===== config.mk =====
export PLATFORM = sky130hd
export DESIGN_NAME = nest_intc
export DESIGN_NICKNAME = d
export VERILOG_FILES = /design/src/rtl/intc_pkg.sv /design/src/rtl/intc_req_latch.sv /design/src/rtl/intc_ctrl.sv /design/src/rtl/intc_resolve.sv /design/src/rtl/nest_intc.sv
export SDC_FILE = /design/constraint.sdc
export NUM_CORES = 1
export LEC_CHECK = 0
export ABC_CLOCK_PERIOD_IN_PS = 3750
export BUFFER_PORTS_ARGS = -buffer_cell sky130_fd_sc_hd__buf_2
export CAP_MARGIN = 20
export CORE_ASPECT_RATIO = 2
export CORE_MARGIN = 8
export CORE_UTILIZATION = 55
export DETAILED_ROUTE_END_ITERATION = 12
export PLACE_DENSITY = 0.78
export SETUP_SLACK_MARGIN = 0.02
export SLEW_MARGIN = 20
export SYNTH_ARGS = -nofsm -noshare
export SYNTH_HDL_FRONTEND = slang
export SYNTH_SLANG_ARGS = --single-unit

===== constraint.sdc =====
create_clock -name clk -period 3.75 [get_ports clk]
set_clock_uncertainty 0.05 [all_clocks]
set_input_delay 0.75 -clock clk [delete_from_list [all_inputs] [get_ports clk]]
set_output_delay 0.75 -clock clk [all_outputs]
set_load 0.02 [all_outputs]

===== src/rtl/intc_pkg.sv =====
package intc_pkg;
    localparam int LVLS  = 8;
    localparam int LVL_W = $clog2(LVLS);
    localparam int NSRC  = 4;
    localparam logic [4:0] SEOI_OP = 5'b01100;

    typedef logic [LVLS-1:0] lvl_vec_t;

    typedef enum logic {SEL_CMD = 1'b0, SEL_MASK = 1'b1} reg_sel_e;

    typedef struct packed {
        logic             hit;
        logic [LVL_W-1:0] lvl;
    } pick_t;

    function automatic logic [LVL_W-1:0] src_level(input int idx);
        case (idx)
            0:       return LVL_W'(0);
            1:       return LVL_W'(3);
            2:       return LVL_W'(4);
            default: return LVL_W'(5);
        endcase
    endfunction

    function automatic pick_t first_set(input lvl_vec_t v);
        pick_t p;
        p = '0;
        for (int i = LVLS - 1; i >= 0; i--) begin
            if (v[i]) begin
                p.hit = 1'b1;
                p.lvl = LVL_W'(i);
            end
        end
        return p;
    endfunction
endpackage


===== src/rtl/intc_req_latch.sv =====
module intc_req_latch
    import intc_pkg::*;
(
    input  logic            clk,
    input  logic            rst,
    input  logic [NSRC-1:0] src,
    input  lvl_vec_t        clr,
    output lvl_vec_t        pend
);
    logic [NSRC-1:0] src_q;
    logic [NSRC-1:0] rise;
    lvl_vec_t        set_v;

    for (genvar g = 0; g < NSRC; g++) begin : g_src
        always_ff @(posedge clk) begin
            if (rst) src_q[g] <= 1'b0;
            else     src_q[g] <= src[g];
        end
        assign rise[g] = src[g] & ~src_q[g];

        p_edge_sets_r3: assert property (@(posedge clk) disable iff (rst)
            rise[g] |=> pend[src_level(g)]);
    end

    always_comb begin
        set_v = '0;
        for (int i = 0; i < NSRC; i++) begin
            if (rise[i]) set_v[src_level(i)] = 1'b1;
        end
    end

    always_ff @(posedge clk) begin
        if (rst) pend <= '0;
        else     pend <= (pend & ~clr) | set_v;
    end
endmodule


===== src/rtl/intc_ctrl.sv =====
module intc_ctrl
    import intc_pkg::*;
(
    input  logic       clk,
    input  logic       rst,
    input  logic       wr_en,
    input  reg_sel_e   wr_sel,
    input  logic [7:0] wr_data,
    input  lvl_vec_t   grant,
    output lvl_vec_t   mask,
    output lvl_vec_t   insvc
);
    logic     seoi_hit;
    lvl_vec_t retire;

    assign seoi_hit = wr_en && (wr_sel == SEL_CMD) && (wr_data[7:3] == SEOI_OP);

    always_comb begin
        retire = '0;
        if (seoi_hit) retire[wr_data[LVL_W-1:0]] = 1'b1;
    end

    always_ff @(posedge clk) begin
        if (rst) begin
            mask  <= '1;
            insvc <= '0;
        end else begin
            if (wr_en && wr_sel == SEL_MASK) mask <= wr_data[LVLS-1:0];
            insvc <= (insvc & ~retire) | grant;
        end
    end

    p_mask_reset_r1: assert property (@(posedge clk)
        $past(rst) |-> (mask == '1 && insvc == '0));

    p_eoi_clears_r8: assert property (@(posedge clk) disable iff (rst)
        (seoi_hit && grant == '0) |=> !insvc[$past(wr_data[LVL_W-1:0])]);

    p_bad_cmd_ignored_r9: assert property (@(posedge clk) disable iff (rst)
        (wr_en && wr_sel == SEL_CMD && wr_data[7:3] != SEOI_OP && grant == '0)
        |=> $stable(insvc));
endmodule


===== src/rtl/intc_resolve.sv =====
module intc_resolve
    import intc_pkg::*;
(
    input  lvl_vec_t         pend,
    input  lvl_vec_t         mask,
    input  lvl_vec_t         insvc,
    output logic             req,
    output logic [LVL_W-1:0] win
);
    pick_t cand;
    pick_t busy;

    always_comb begin
        cand = first_set(pend & ~mask);
        busy = first_set(insvc);
        win  = cand.lvl;
        req  = cand.hit && (!busy.hit || cand.lvl < busy.lvl);
    end
endmodule


===== src/rtl/nest_intc.sv =====
module nest_intc
    import intc_pkg::*;
#(
    parameter logic [7:0] VEC_BASE = 8'h20
) (
    input  logic            clk,
    input  logic            rst,
    input  logic [NSRC-1:0] irq_src,
    input  logic            wr_en,
    input  logic            wr_sel,
    input  logic [7:0]      wr_data,
    input  logic            inta,
    output logic            irq_out,
    output logic            vec_valid,
    output logic [7:0]      vec
);
    lvl_vec_t         pend, mask, insvc, grant;
    logic [LVL_W-1:0] win;
    logic [LVL_W-1:0] vidx;
    logic             take;

    assign take = inta && irq_out;

    always_comb begin
        grant = '0;
        if (take) grant[win] = 1'b1;
    end

    intc_req_latch u_latch (
        .clk  (clk),
        .rst  (rst),
        .src  (irq_src),
        .clr  (grant),
        .pend (pend)
    );

    intc_ctrl u_ctrl (
        .clk     (clk),
        .rst     (rst),
        .wr_en   (wr_en),
        .wr_sel  (reg_sel_e'(wr_sel)),
        .wr_data (wr_data),
        .grant   (grant),
        .mask    (mask),
        .insvc   (insvc)
    );

    intc_resolve u_res (
        .pend  (pend),
        .mask  (mask),
        .insvc (insvc),
        .req   (irq_out),
        .win   (win)
    );

    always_ff @(posedge clk) begin
        if (rst) begin
            vec_valid <= 1'b0;
            vec       <= '0;
        end else begin
            vec_valid <= take;
            if (take) vec <= VEC_BASE + 8'(win);
        end
    end

    assign vidx = LVL_W'(vec - VEC_BASE);

    p_ack_vec_r7: assert property (@(posedge clk) disable iff (rst)
        take |=> (vec_valid && insvc[vidx] && !pend[vidx]));

    p_no_spurious_r7: assert property (@(posedge clk) disable iff (rst)
        !take |=> !vec_valid);

    p_one_grant_r7: assert property (@(posedge clk) disable iff (rst)
        $countones(insvc & ~$past(insvc)) <= 1);

    p_mask_blocks_r4: assert property (@(posedge clk) disable iff (rst)
        irq_out |-> (!mask[win] && pend[win]));

    p_nested_r6: assert property (@(posedge clk) disable iff (rst)
        irq_out |-> ((insvc & ((lvl_vec_t'(1) << win) | ((lvl_vec_t'(1) << win) - 1'b1))) == '0));

    p_reset_idle_r1: assert property (@(posedge clk)
        $past(rst) |-> (!irq_out && !vec_valid && pend == '0));
endmodule


# ---- After elaboration in Yosys (flattened, before gate mapping)
# Index checks and enable logic that the tools add are counted.
dict set report word_totals {
  regBits 37
  output_inout_bits 10
  elab_cells 95
}
dict set report classes {
  addsub 1
  order_cmp 13
  n_eq_ne 1
  n_mux 38
  n_bitwise 20
  reduce_logical 13
}
# cell count
set op_table {}
lappend op_table {{two-way mux 4 bit} 16}
lappend op_table {{two-way mux 8 bit} 6}
lappend op_table {{OR 8 bit} 5}
lappend op_table {{bitwise AND 8 bit} 3}
lappend op_table {{< comparator 3 x 4 -> 1 bit, second input constant} 6}
lappend op_table {{NOT 8 bit} 3}
lappend op_table {{demux 1 bit (select 3 bit)} 6}
lappend op_table {{>= comparator 3 x 1 -> 1 bit, second input constant} 6}
lappend op_table {{two-way mux 3 bit} 4}
lappend op_table {{logical AND 1 bit} 11}
lappend op_table {{adder 6 x 3 -> 7 bit, first input constant} 1}
lappend op_table {{two-way mux 1 bit} 6}
lappend op_table {{== test 5 x 4 -> 1 bit, second input constant} 1}
lappend op_table {{NOT 1 bit} 5}
lappend op_table {{bitwise AND 1 bit} 4}
lappend op_table {{< comparator 3 bit} 1}
lappend op_table {{logical NOT 1 bit} 1}
lappend op_table {{logical OR 1 bit} 1}

# ---- Logic depth before layout (Yosys ltp)
dict set report depth {
  word_depth 18
  mapped_depth 11
  ltp_nobuf 11
}

# ---- By module
# From an unflattened synthesis, not the netlist that was laid out.
dict set report hier_totals {
  hier_cells 180
  area_unflattened_um2 1645.3
}
# module n_inst cells_per_inst area_per_inst_um2 seq_area_each_um2
set by_module_without_submodules {}
lappend by_module_without_submodules {intc_ctrl 1 66 636.9 320.3}
lappend by_module_without_submodules {intc_req_latch 1 33 396.6 240.2}
lappend by_module_without_submodules {intc_resolve 1 45 321.6 0.0}
lappend by_module_without_submodules {nest_intc 1 36 290.3 100.1}

# ---- Worst setup path before layout
# No wires, ideal clock.
dict set report synth_path {
  path_type {flip-flop to output port}
  startpoint {register u_ctrl.insvc[3]}
  endpoint {output port irq_out}
  arrival_ns 2.166
  required_ns 2.950
  setup_slack_ns 0.784
  stages_incl_launch_ff 8
  cell_sequence {dfxtp_1 -> or4_4 -> or2b_1 -> ha_1 -> a211oi_1 -> o21ai_1 -> o21ai_2 -> and2_4}
}
dict set report synth_between {
  elab_chain_len 7
}
# item line
set synth_lines {}
lappend synth_lines {{from (decl)} intc_ctrl.sv:11} ;# output lvl_vec_t insvc
lappend synth_lines {{from (signal assigned)} intc_ctrl.sv:29} ;# insvc <= (insvc & ~retire) | grant;
lappend synth_lines {{two-way mux 4 bit * (4 in series)} intc_pkg.sv:29} ;# if (v[i]) begin
lappend synth_lines {{< comparator 3 bit or logical NOT 1 bit (tied branches)} intc_resolve.sv:17} ;# req = cand.hit && (!busy.hit || cand.lvl < busy.lvl);
lappend synth_lines {{logical OR 1 bit *} intc_resolve.sv:17}
lappend synth_lines {{logical AND 1 bit *} intc_resolve.sv:17}
lappend synth_lines {{to (decl)} nest_intc.sv:13} ;# output logic irq_out,
# Every way passes the cells marked *; elsewhere a longest branch is shown, timed or not.

==> flow_summary_export.csv <==
group,metric,value,unit
timing,grt_setup_unrepaired,"false",
synthesis,synth_top_cell_by_area,"sky130_fd_sc_hd__dfxtp_1",
timing,setup-tns-final,0,ns
cts,cts_buffer_depth,2,
final_layout,antenna_cells_inserted,0,
die,die_width,54.0,um
grt,grt_usage,0.160,
final_layout,drive_gt1_frac,0.208,
cts,number_of_setup_buffers_added_after_cts,0,
routing,firstDrtPassIters,5,
hold_path,min_path_type,"flop to flop",
die,ioPinCount,27,
cts,clockRootBuffer,"sky130_fd_sc_hd__clkbuf_8",
cts,cts_hold_buffers,0,
synthesis,synth.yosys.seq_area_share,0.416,
placed_design,buffer_ports.inserted,22,
setup_path,critical_path_class,"flop to output pin",
cts,cts_tree,"built",
placed_design,dpl_cell_area,1680,um^2
synthesis,synth_flop_cell,"sky130_fd_sc_hd__dfxtp_1",
die,die-height,92.0,um
setup_path,setup.reg_to_reg.worst_slack,1.13,ns
routing,vias_per_cell,5.92,
grt,grt_pass1_wl,6130,um
grt,largest_net_degree_at_the_start_of_global_routing,21,
final_layout,layout.cells.most_common_list,"sky130_fd_sc_hd__dfxtp_1, sky130_fd_sc_hd__buf_2, sky130_fd_sc_hd__nand2_1, sky130_fd_sc_hd__nand3_1, sky130_fd_sc_hd__a21oi_1",
setup_path,cp.arrival,2.73,ns
cts,htree_num_levels,2,
setup_path,cp_top_family,"simple AND/OR/NAND/NOR gates",
grt,grt_pass1_vias,1445,
synthesis,synthXorXnorAreaFrac,0,
synthesis,syn_area_per_cell,8.64,um^2
pwr,sw_pwr,0.193,mW
setup_path,crit_fanout,6,
grt,antenna_violations_before_repair,0,
pwr,cellLeakagePower,0.763,nW
synthesis,yosys.area.top_type_share,0.416,
cts,post_cts_resize_count,0,
timing,worst_pin_slew,0.563,ns
pwr,powerDensity,474,nW/um^2
final_layout,layoutNonFillerInstCount,236,
timing,final_max_slew_viol_count,0,
routing,average_routed_wire_per_standard_cell,15.6,um
setup_path,setup.worst_path.start_class,"flop",
synthesis,synth_enable_flop_cells,0,
routing,final_antenna_net_count,0,
setup_path,series_of_cell_instances_along_the_critical_path,"nor2b_1 -> or2_1 -> nor3_1 -> ha_1 -> a211oi_1 -> o21ai_1 -> o21ai_2 -> and2_4 -> buf_2",
synthesis,synth-warning-count,0,
cts,worstSkewPairLatency,0.29,ns
synthesis,netlist_area,1590,um^2
final_layout,combined_area_of_the_multi_input_logic_cells,856,um^2
timing,layout_worst_path_cycle_share,0.941,
pwr,power_report.internal_total,0.667,mW
pwr,power,0.861,mW
synthesis,yosys.area_share.simple,0.335,
synthesis,synth_top_family_by_area,"simple AND/OR/NAND/NOR gates",
placed_design,place.detailed.instances,228,
routing,detailedRoute.firstIterationViolations,27,
placed_design,finalWeightedCongestion,0.814,
synthesis,synthCells,184,
run,maxCapViolations,0,
grt,grt.overflow.total,0,
setup_path,endpoint_kind,"output pin",
synthesis,muxShareOfSynthArea,0,
final_layout,fill_cells,256,
timing,post-route-min-period,3.53,ns
die,die_area,4970,um^2
timing,relSlewSlack,0.624,
synthesis,post_synthesis_sequential_element_count,33,
timing,final-hold-violation-count,0,
die,start_util,0.574,
setup_path,crit_slowest_cell,"sky130_fd_sc_hd__nor3_1",
pwr,power.share.clock,0.457,
pwr,ir_drop,379,uV
timing,timing.fmax,0.283,GHz
cts,cts.sink_count,33,
pwr,p_sw_frac,0.225,
synthesis,synth_cell_type_count,44,
die,core-area,2770,um^2
synthesis,netlist_top_cells_area,"sky130_fd_sc_hd__dfxtp_1, sky130_fd_sc_hd__nand3_1, sky130_fd_sc_hd__a21oi_1",
final_layout,sequential_cell_area,661,um^2
routing,wirelength,3680,um
pwr,sequentialPowerShare,0.434,
setup_path,worst-path-buf-inv,1,
outcome,run_status,"finished clean",
timing,timing.final.setup_violations,0,
pwr,comb_power_share,0.109,
cts,cts_inserted_buffers,5,
synthesis,synth-compound-area-share,0.179,
placed_design,hpwlAfterDp,2930,um
routing,vias,1396,
cts,clkTransAtPathRegs,0.07,ns
setup_path,timing.critical_path.required,2.95,ns
final_layout,layout.cells.most_common,"sky130_fd_sc_hd__dfxtp_1",
die,num_rows,27,
final_layout,finalInstanceArea,1810,um^2
synthesis,yosys.area_share.adder,0.0157,
synthesis,postSynth.asyncResetShare,0,
setup_path,critPathMaxStageDelay,0.36,ns
final_layout,nets_finish,225,
routing,drc,0,
final_layout,area.growth.synth_to_final,14.2,%
[cells in the mapped netlist (2+ instances only)]
master,n
sky130_fd_sc_hd__nand3_2,2
sky130_fd_sc_hd__a41o_1,2
sky130_fd_sc_hd__nor2_1,9
sky130_fd_sc_hd__o31ai_1,4
sky130_fd_sc_hd__nor3_1,3
sky130_fd_sc_hd__a21oi_1,15
sky130_fd_sc_hd__ha_1,2
sky130_fd_sc_hd__nand3_1,19
sky130_fd_sc_hd__and3_1,4
sky130_fd_sc_hd__a31o_1,2
sky130_fd_sc_hd__nor2b_1,12
sky130_fd_sc_hd__nand2_1,20
sky130_fd_sc_hd__dfxtp_1,33
sky130_fd_sc_hd__clkbuf_1,4
sky130_fd_sc_hd__and2_1,2
sky130_fd_sc_hd__inv_1,3
sky130_fd_sc_hd__nor4_1,2
sky130_fd_sc_hd__buf_4,5
sky130_fd_sc_hd__or4_4,2
sky130_fd_sc_hd__nand2b_1,9
sky130_fd_sc_hd__o21ai_0,7
[flip-flops by register name, summed over array words and instances (netlist names)]
| name | flops |
|---|---|
| u_latch.src_q | 4 |
| vec | 4 |
| u_latch.pend | 8 |
| u_ctrl.mask | 8 |
| vec_valid | 1 |
| u_ctrl.insvc | 8 |
[power by group through the flow]
stage	combinational [mW]	clock, mW	sequential [mW]
finish	0.0940	0.393	0.373
global route	0.103	0.419	0.375
CTS	0.0943	0.400	0.373
detailed placement	0.0940	0	0.381
global placement	0.0904	0	0.381
floorplan	0.0716	0	0.381
[metal layers]
metal  GRT usage  routed length (um)  part of all wire
met2       0.286                2060              0.56
met1       0.148                1350              0.37
met5           0                   0                 0
met3      0.0534                 162             0.044
met4      0.0847                 116             0.032
[final cells by class]
type / instances / area share
Sequential cell: 33 / 0.364
Clock buffer: 5 / 0.0379
Tap cell: 29 / 0.0200
Clock inverter: 3 / 0.0359
Timing Repair Buffer: 22 / 0.0607
Inverter: 4 / 0.00966
Multi-Input combinational cell: 140 / 0.472
[stage by stage]
stage	hold WS, ns	setup slack, ns	util
finish	0.427	0.222	0.655
global route	0.449	0.131	0.655
CTS	0.430	0.220	0.655
detailed placement	0.417	0.532	0.607
global placement	0.403	0.605	0.607
floorplan	0.389	0.784	-
[worst paths after layout]
| check | start | to | depth (start not counted) |
|---|---|---|---|
| hold / removal | vec[2] | vec[2] | 1 |
| setup reg to reg | u_latch.pend[0] | u_latch.pend[2] | 9 |
| setup / recovery | u_latch.pend[0] | irq_out | 9 |
| hold reg to reg | vec[2] | vec[2] | 1 |
[worst reg2reg max path, stage by stage (launching register included)]
cell                       delay, ns
sky130_fd_sc_hd__dfxtp_1        0.32
sky130_fd_sc_hd__nor2b_1        0.15
sky130_fd_sc_hd__or2_1          0.30
sky130_fd_sc_hd__nor3_1         0.36
sky130_fd_sc_hd__ha_1           0.31
sky130_fd_sc_hd__a211oi_1       0.22
sky130_fd_sc_hd__o21ai_1        0.17
sky130_fd_sc_hd__a21oi_4        0.22
sky130_fd_sc_hd__nand4_1        0.18
sky130_fd_sc_hd__and3_1         0.23
[kinds of logic after synthesis]
kind of cell	count (synthesis)
other	1
adders and majority gates	2
DFF	33
and+or+nand+nor	95
buffers and inverters	14
AOI/OAI and AO/OA	39
No activity file was read; power rests on OpenSTA's default activity.
